$ cat config.mk
export PLATFORM = sky130hd
export DESIGN_NAME = flash_cmd_ctrl
export DESIGN_NICKNAME = d
export VERILOG_FILES = /design/src/rtl/flash_pkg.sv /design/src/rtl/flash_strobe_latch.sv /design/src/rtl/flash_op_timer.sv /design/src/rtl/flash_cmd_fsm.sv /design/src/rtl/flash_array.sv /design/src/rtl/flash_cmd_ctrl.sv
export SDC_FILE = /design/constraint.sdc
export NUM_CORES = 1
export LEC_CHECK = 0
export BUFFER_PORTS_ARGS = -buffer_cell sky130_fd_sc_hd__buf_2
export CAP_MARGIN = 10
export CORE_ASPECT_RATIO = 1.4
export CORE_MARGIN = 8
export CORE_UTILIZATION = 49
export CTS_BUF_LIST = sky130_fd_sc_hd__clkbuf_8
export CTS_CLUSTER_SIZE = 40
export DETAILED_ROUTE_END_ITERATION = 6
export HOLD_SLACK_MARGIN = 0.08
export PLACE_DENSITY = 0.75
export SETUP_SLACK_MARGIN = 0.3
export SLEW_MARGIN = 10
export SYNTH_ARGS = -nofsm -noshare
export SYNTH_HDL_FRONTEND = slang
export SYNTH_SLANG_ARGS = --single-unit
$ cat constraint.sdc
create_clock -name clk -period 3.41 [get_ports clk]
set_input_delay 1.023 -clock clk [delete_from_list [all_inputs] [get_ports clk]]
set_output_delay 1.023 -clock clk [all_outputs]
set_load 0.02 [all_outputs]
$ cat src/rtl/flash_pkg.sv
package flash_pkg;
  typedef enum logic [3:0] {
    M_READ, M_ID, M_ERS_SETUP, M_ERS_RUN, M_ERS_VFY,
    M_PRG_SETUP, M_PRG_RUN, M_PRG_VFY, M_RST_SETUP
  } mode_e;

  localparam logic [7:0] C_READ  = 8'h00;
  localparam logic [7:0] C_ID    = 8'h90;
  localparam logic [7:0] C_ERASE = 8'h20;
  localparam logic [7:0] C_EVFY  = 8'hA0;
  localparam logic [7:0] C_PROG  = 8'h40;
  localparam logic [7:0] C_PVFY  = 8'hC0;
  localparam logic [7:0] C_RESET = 8'hFF;
  localparam logic [7:0] ID_MFR  = 8'h20;
  localparam logic [7:0] ID_DEV  = 8'h07;

  function automatic mode_e decode_cmd(input logic [7:0] code);
    case (code)
      C_READ:  decode_cmd = M_READ;
      C_ID:    decode_cmd = M_ID;
      C_ERASE: decode_cmd = M_ERS_SETUP;
      C_EVFY:  decode_cmd = M_ERS_VFY;
      C_PROG:  decode_cmd = M_PRG_SETUP;
      C_PVFY:  decode_cmd = M_PRG_VFY;
      C_RESET: decode_cmd = M_RST_SETUP;
      default: decode_cmd = M_READ;
    endcase
  endfunction
endpackage

$ cat src/rtl/flash_strobe_latch.sv
module flash_strobe_latch #(
  parameter int AW = 4
) (
  input  logic          clk,
  input  logic          rst_n,
  input  logic          cs_n,
  input  logic          wr_n,
  input  logic [AW-1:0] addr,
  output logic          wr_stb,
  output logic [AW-1:0] addr_lat
);
  logic wr_q;
  logic fall;

  assign fall   = wr_q & ~wr_n & ~cs_n;
  assign wr_stb = ~wr_q & wr_n & ~cs_n;

  always_ff @(posedge clk) begin
    if (!rst_n) begin
      wr_q     <= 1'b1;
      addr_lat <= '0;
    end else begin
      wr_q <= wr_n;
      if (fall) addr_lat <= addr;
    end
  end


  addr_hold_chk: assert property (@(posedge clk) disable iff (!rst_n)
    !fall |=> $stable(addr_lat));
endmodule

$ cat src/rtl/flash_op_timer.sv
module flash_op_timer #(
  parameter int PROG_CYC  = 8,
  parameter int ERASE_CYC = 20
) (
  input  logic clk,
  input  logic rst_n,
  input  logic kill,
  input  logic stop_req,
  input  logic start_prog,
  input  logic start_erase,
  output logic busy,
  output logic done_prog,
  output logic done_erase
);
  localparam int MAXC = (PROG_CYC > ERASE_CYC) ? PROG_CYC : ERASE_CYC;
  localparam int CW   = $clog2(MAXC + 1);

  logic [CW-1:0] cnt;
  logic          is_erase;
  logic          last;

  assign busy       = (cnt != '0);
  assign last       = (cnt == CW'(1)) && !kill;
  assign done_prog  = last && !is_erase;
  assign done_erase = last && is_erase;

  always_ff @(posedge clk) begin
    if (!rst_n) begin
      cnt      <= '0;
      is_erase <= 1'b0;
    end else if (kill) begin
      cnt <= '0;
    end else if (start_prog) begin
      cnt      <= CW'(PROG_CYC);
      is_erase <= 1'b0;
    end else if (start_erase) begin
      cnt      <= CW'(ERASE_CYC);
      is_erase <= 1'b1;
    end else if (stop_req) begin
      cnt <= '0;
    end else if (cnt != '0) begin
      cnt <= cnt - CW'(1);
    end
  end


  busy_hold_chk: assert property (@(posedge clk) disable iff (!rst_n)
    (cnt > CW'(1) && !kill && !stop_req) |=> busy);
endmodule

$ cat src/rtl/flash_cmd_fsm.sv
module flash_cmd_fsm
  import flash_pkg::*;
#(
  parameter int AW = 4
) (
  input  logic          clk,
  input  logic          rst_n,
  input  logic          hv_en,
  input  logic          wr_stb,
  input  logic [AW-1:0] wr_addr,
  input  logic [7:0]    wr_data,
  output mode_e         mode,
  output logic          start_prog,
  output logic          start_erase,
  output logic          stop_req,
  output logic [AW-1:0] prog_addr,
  output logic [7:0]    prog_data,
  output logic [AW-1:0] vfy_addr
);
  logic  cmd_wr;
  mode_e mode_nx;

  assign cmd_wr      = wr_stb && hv_en;
  assign stop_req    = cmd_wr;
  assign start_prog  = cmd_wr && (mode == M_PRG_SETUP);
  assign start_erase = cmd_wr && (mode == M_ERS_SETUP) && (wr_data == C_ERASE);

  always_comb begin
    mode_nx = mode;
    if (!hv_en) begin
      mode_nx = M_READ;
    end else if (cmd_wr) begin
      case (mode)
        M_ERS_SETUP: mode_nx = (wr_data == C_ERASE) ? M_ERS_RUN : M_READ;
        M_PRG_SETUP: mode_nx = M_PRG_RUN;
        M_RST_SETUP: mode_nx = (wr_data == C_RESET) ? M_READ : decode_cmd(wr_data);
        default:     mode_nx = decode_cmd(wr_data);
      endcase
    end
  end

  always_ff @(posedge clk) begin
    if (!rst_n) begin
      mode      <= M_READ;
      prog_addr <= '0;
      prog_data <= '0;
      vfy_addr  <= '0;
    end else begin
      mode <= mode_nx;
      if (start_prog) begin
        prog_addr <= wr_addr;
        prog_data <= wr_data;
      end
      if (mode_nx == M_ERS_VFY && cmd_wr && mode != M_PRG_SETUP)
        vfy_addr <= wr_addr;
    end
  end


  ro_mode_chk: assert property (@(posedge clk) disable iff (!rst_n)
    !hv_en |=> (mode == M_READ));

  erase_from_setup_chk: assert property (@(posedge clk) disable iff (!rst_n)
    start_erase |=> (mode == M_ERS_RUN));
endmodule

$ cat src/rtl/flash_array.sv
module flash_array #(
  parameter int DEPTH = 16,
  parameter int AW    = $clog2(DEPTH)
) (
  input  logic          clk,
  input  logic          rst_n,
  input  logic          prog_en,
  input  logic [AW-1:0] prog_addr,
  input  logic [7:0]    prog_data,
  input  logic          erase_en,
  input  logic [AW-1:0] rd_addr,
  output logic [7:0]    rd_data
);
  logic [7:0] mem [DEPTH];

  assign rd_data = (int'(rd_addr) < DEPTH) ? mem[rd_addr] : 8'hFF;

  always_ff @(posedge clk) begin
    if (!rst_n || erase_en) begin
      for (int i = 0; i < DEPTH; i++) mem[i] <= 8'hFF;
    end else if (prog_en && int'(prog_addr) < DEPTH) begin
      mem[prog_addr] <= mem[prog_addr] & prog_data;
    end
  end


  erased_read_chk: assert property (@(posedge clk) disable iff (!rst_n)
    erase_en |=> (rd_data == 8'hFF));
endmodule

$ cat src/rtl/flash_cmd_ctrl.sv
module flash_cmd_ctrl
  import flash_pkg::*;
#(
  parameter int DEPTH     = 16,
  parameter int AW        = $clog2(DEPTH),
  parameter int PROG_CYC  = 8,
  parameter int ERASE_CYC = 20
) (
  input  logic          clk,
  input  logic          rst_n,
  input  logic          hv_en,
  input  logic          cs_n,
  input  logic          rd_n,
  input  logic          wr_n,
  input  logic [AW-1:0] addr,
  input  logic [7:0]    d,
  output logic [7:0]    q,
  output logic          q_oe,
  output logic          busy
);
  logic          wr_stb;
  logic [AW-1:0] addr_lat;
  mode_e         mode;
  logic          start_prog, start_erase, stop_req;
  logic          done_prog, done_erase;
  logic [AW-1:0] prog_addr, vfy_addr, rd_addr;
  logic [7:0]    prog_data, arr_q, rd_val;

  flash_strobe_latch #(.AW(AW)) u_latch (
    .clk(clk), .rst_n(rst_n), .cs_n(cs_n), .wr_n(wr_n), .addr(addr),
    .wr_stb(wr_stb), .addr_lat(addr_lat)
  );

  flash_cmd_fsm #(.AW(AW)) u_fsm (
    .clk(clk), .rst_n(rst_n), .hv_en(hv_en), .wr_stb(wr_stb),
    .wr_addr(addr_lat), .wr_data(d), .mode(mode),
    .start_prog(start_prog), .start_erase(start_erase), .stop_req(stop_req),
    .prog_addr(prog_addr), .prog_data(prog_data), .vfy_addr(vfy_addr)
  );

  flash_op_timer #(.PROG_CYC(PROG_CYC), .ERASE_CYC(ERASE_CYC)) u_timer (
    .clk(clk), .rst_n(rst_n), .kill(!hv_en), .stop_req(stop_req),
    .start_prog(start_prog), .start_erase(start_erase), .busy(busy),
    .done_prog(done_prog), .done_erase(done_erase)
  );

  flash_array #(.DEPTH(DEPTH), .AW(AW)) u_array (
    .clk(clk), .rst_n(rst_n), .prog_en(done_prog), .prog_addr(prog_addr),
    .prog_data(prog_data), .erase_en(done_erase), .rd_addr(rd_addr),
    .rd_data(arr_q)
  );

  always_comb begin
    case (mode)
      M_ERS_VFY: rd_addr = vfy_addr;
      M_PRG_VFY: rd_addr = prog_addr;
      default:   rd_addr = addr;
    endcase
    case (mode)
      M_READ, M_ERS_VFY, M_PRG_VFY: rd_val = arr_q;
      M_ID: rd_val = (addr == AW'(0)) ? ID_MFR :
                     (addr == AW'(1)) ? ID_DEV : 8'h00;
      default: rd_val = 8'h00;
    endcase
  end

  always_ff @(posedge clk) begin
    if (!rst_n) begin
      q    <= 8'h00;
      q_oe <= 1'b0;
    end else begin
      q_oe <= !cs_n && !rd_n;
      q    <= (!cs_n && !rd_n) ? rd_val : 8'h00;
    end
  end


  oe_gate_chk: assert property (@(posedge clk) disable iff (!rst_n)
    q_oe |-> $past(!cs_n && !rd_n));

  id_mfr_chk: assert property (@(posedge clk) disable iff (!rst_n)
    (q_oe && $past(mode == M_ID && addr == AW'(0))) |-> (q == ID_MFR));
endmodule

==> impl_metrics.json <==
{
  "viasPerCell": 6.25,
  "synth.area.top_cells": "edfxtp_1, mux4_2, dfxtp_1, nand2_1, mux2i_1",
  "layout_common_cells": "nand2_1, edfxtp_1, buf_4",
  "remaining_drc_errors": 0,
  "finalPower_mw": 4.15,
  "worstMarginPinSlew_ps": 864,
  "start_util": 0.493,
  "grt_pass1_vias": 6587,
  "root_buffer": "clkbuf_8",
  "ir_drop_uv": 277,
  "drt_pass1_iterations": 5,
  "fp-row-count": 58,
  "cts_resized": 0,
  "end_kind": "register",
  "htreeDepth": 4,
  "globalRoute.totalOverflow": 0,
  "cp.required_ps": 3760,
  "dp_cells": 1050,
  "cp-start-kind": "register",
  "clk_pin_slew_ps": 100,
  "area_growth_pct": 12.1,
  "grtUsageTotal": 0.222,
  "synth_area_leader_cell": "edfxtp_1",
  "rsz0062_at_grt": "false",
  "fin_crit_ps": 2890,
  "critPathKind": "reg2reg",
  "synth-edff-count": 128,
  "hpwl_mm": 17.6,
  "finalInstanceArea_um2": 9840,
  "critPathMaxFanout": 17,
  "worstReg2RegStart": "u_fsm.mode[1]$_SDFF_PN0_",
  "finalCritPeriodShare": 0.849,
  "rr_endpoint": "q[2]$_SDFF_PN0_",
  "diodes": 0,
  "ios": 28,
  "fin_tns_setup_ps": 0,
  "fp.dieH_um": 174,
  "clockBufferDepth": 2,
  "cts_tree": "yes",
  "worstHoldStart": "u_fsm.prog_data[6]$_SDFFE_PN0P_",
  "ys_async_sr_fraction": 0,
  "vias": 6767,
  "p_per_area_nw_per_um2": 422,
  "wl_per_cell_um": 22.3,
  "syn_area_um2": 8770,
  "fill_cells": 1488,
  "utilization": 0.553,
  "drv_slew": 0,
  "yosys_warnings": 0,
  "drive_above_1_share": 0.204,
  "holdPathEnd": "u_fsm.prog_data[6]$_SDFFE_PN0P_",
  "cap_violations": 0,
  "clock_skew_ps": 23.3,
  "layout_commonest_cell": "nand2_1",
  "clock-sinks": 172,
  "setup_viol": 0,
  "hold_viol": 0,
  "coreArea_um2": 17800,
  "netlist.area_leader.share": 0.438,
  "hold_class": "reg2reg",
  "layoutNonFillerInstCount": 1082,
  "arrival_ps": 3240,
  "clock.fmax_mhz": 345,
  "dieArea_um2": 22500,
  "placed_cell_area_um2": 9410,
  "antenna_found_initial": 0,
  "reg2reg_depth": 8,
  "gp_congestion": 0.951,
  "reg2reg_slack_ps": 520,
  "drt-total-wl_mm": 24.2,
  "num-nets-final": 849,
  "die_w_um": 129,
  "clock_latency_ps": 470,
  "avgSynthCellArea_um2": 11.3,
  "grt_max_degree": 33,
  "holdPathStages": 2,
  "numCtsBuffers": 17,
  "holdBufCountCts": 0,
  "ant_nets": 0,
  "status": "completed",
  "synth_nets": 799,
  "synth_seq_cells": 172,
  "synth_cell_type_count": 61,
  "slew_headroom": 0.422,
  "postSynthCellCount": 779,
  "grt_pass1_wl_mm": 37.6,
  "synth_ff_type": "edfxtp_1",
  "drt-initial-drc-count": 722,
  "p_leak_nw": 3.17,
  "postCtsSetupBuffers": 0,
  "port_buffers": 27,
  "yosysSeqAreaShare": 0.539
}
where the power goes:
| part | internal (mW) | switching [mW] |
|---|---|---|
| clock network | 0.632 | 0.851 |
| logic | 0.128 | 0.190 |
| registers | 2.31 | 0.0440 |
logic make-up (layout without fill, tap and decap cells):
kind of cell	count (synthesis)	in the layout	share of synthesized area
AO/OA/AOI/OAI	110	110	0.0831
XOR/XNOR	3	3	0.00300
buffers and inverters	57	120	0.0341
multiplexers	77	77	0.156
adder cells (fa/ha/maj)	2	2	0.00285
AND/OR/NAND/NOR	358	358	0.182
flip-flops	172	172	0.539
cells in the mapped netlist, drive strengths merged, types with 4 or more instances:
master and instances:
o21ai 27, nand3b 6, mux4 47, or4 4, nor4 5, a21o 5
nor2 32, nor2b 10, edfxtp 128, nand2 227, a2111oi 4, nor3 15
nand2b 13, a221oi 11, inv 5, nand3 25, mux2i 30, dfxtp 44
nor3b 4, buf 36, nand4 4, a21boi 13, a21oi 33, clkbuf 16
registers in the layout, summed over array words and instances (netlist names), named ones only:
signal / count
u_fsm.vfy_addr: 4
u_fsm.prog_data: 8
q_oe: 1
u_array.mem: 128
u_latch.addr_lat: 4
u_fsm.mode: 4
q: 8
u_timer.cnt: 5
u_fsm.prog_addr: 4
u_timer.is_erase: 1
u_latch.wr_q: 1
how the worst max path moves through the flow:
stage                             start                              end  cells past startpoint
4_1_cts        u_fsm.mode[1]$_SDFF_PN0_                  q[2]$_SDFF_PN0_                      8
3_5_place_dp                       d[0]   u_fsm.vfy_addr[0]$_SDFFE_PN0P_                      7
5_1_grt        u_fsm.mode[1]$_SDFF_PN0_                  q[0]$_SDFF_PN0_                      8
3_3_place_gp                       d[0]   u_fsm.vfy_addr[2]$_SDFFE_PN0P_                      7
2_1_floorplan                     hv_en  u_array.mem[1][0]$_SDFFCE_PN1P_                      6
6_report       u_fsm.mode[1]$_SDFF_PN0_                  q[2]$_SDFF_PN0_                      8
routing by layer:
layer / wire length (um) / global-route usage
met3: 2170 / 0.0445
met4: 1640 / 0.152
met5: 0 / 0
met2: 12100 / 0.369
met1: 8280 / 0.252
through the flow:
step,worst slack [ps],hold slack (ps)
5_1_grt,412,504
3_5_place_dp,338,465
4_1_cts,630,477
2_1_floorplan,514,444
3_3_place_gp,386,458
6_report,515,477
area by class of cell:
| type | instances | area, um2 | area share |
|---|---|---|---|
| sequential | 172 | 4730 | 0.480 |
| multi-input combinational | 550 | 3750 | 0.381 |
| timing repair buffer | 83 | 618 | 0.0628 |
| tap | 240 | 300 | 0.0305 |
| clock buffer | 17 | 234 | 0.0238 |
| clock inverter | 15 | 190 | 0.0193 |
| inverter | 5 | 18.8 | 0.00191 |
worst max-delay path, stage by stage, from the launching register on:
cell and delay, ps:
dfxtp_1 600, and3_1 280, a21oi_2 90, o21ai_4 470, buf_4 350, a21oi_1 100, a221oi_1 430, nor3_1 140
nor4_1 320
(Power assumes the default switching activity.)
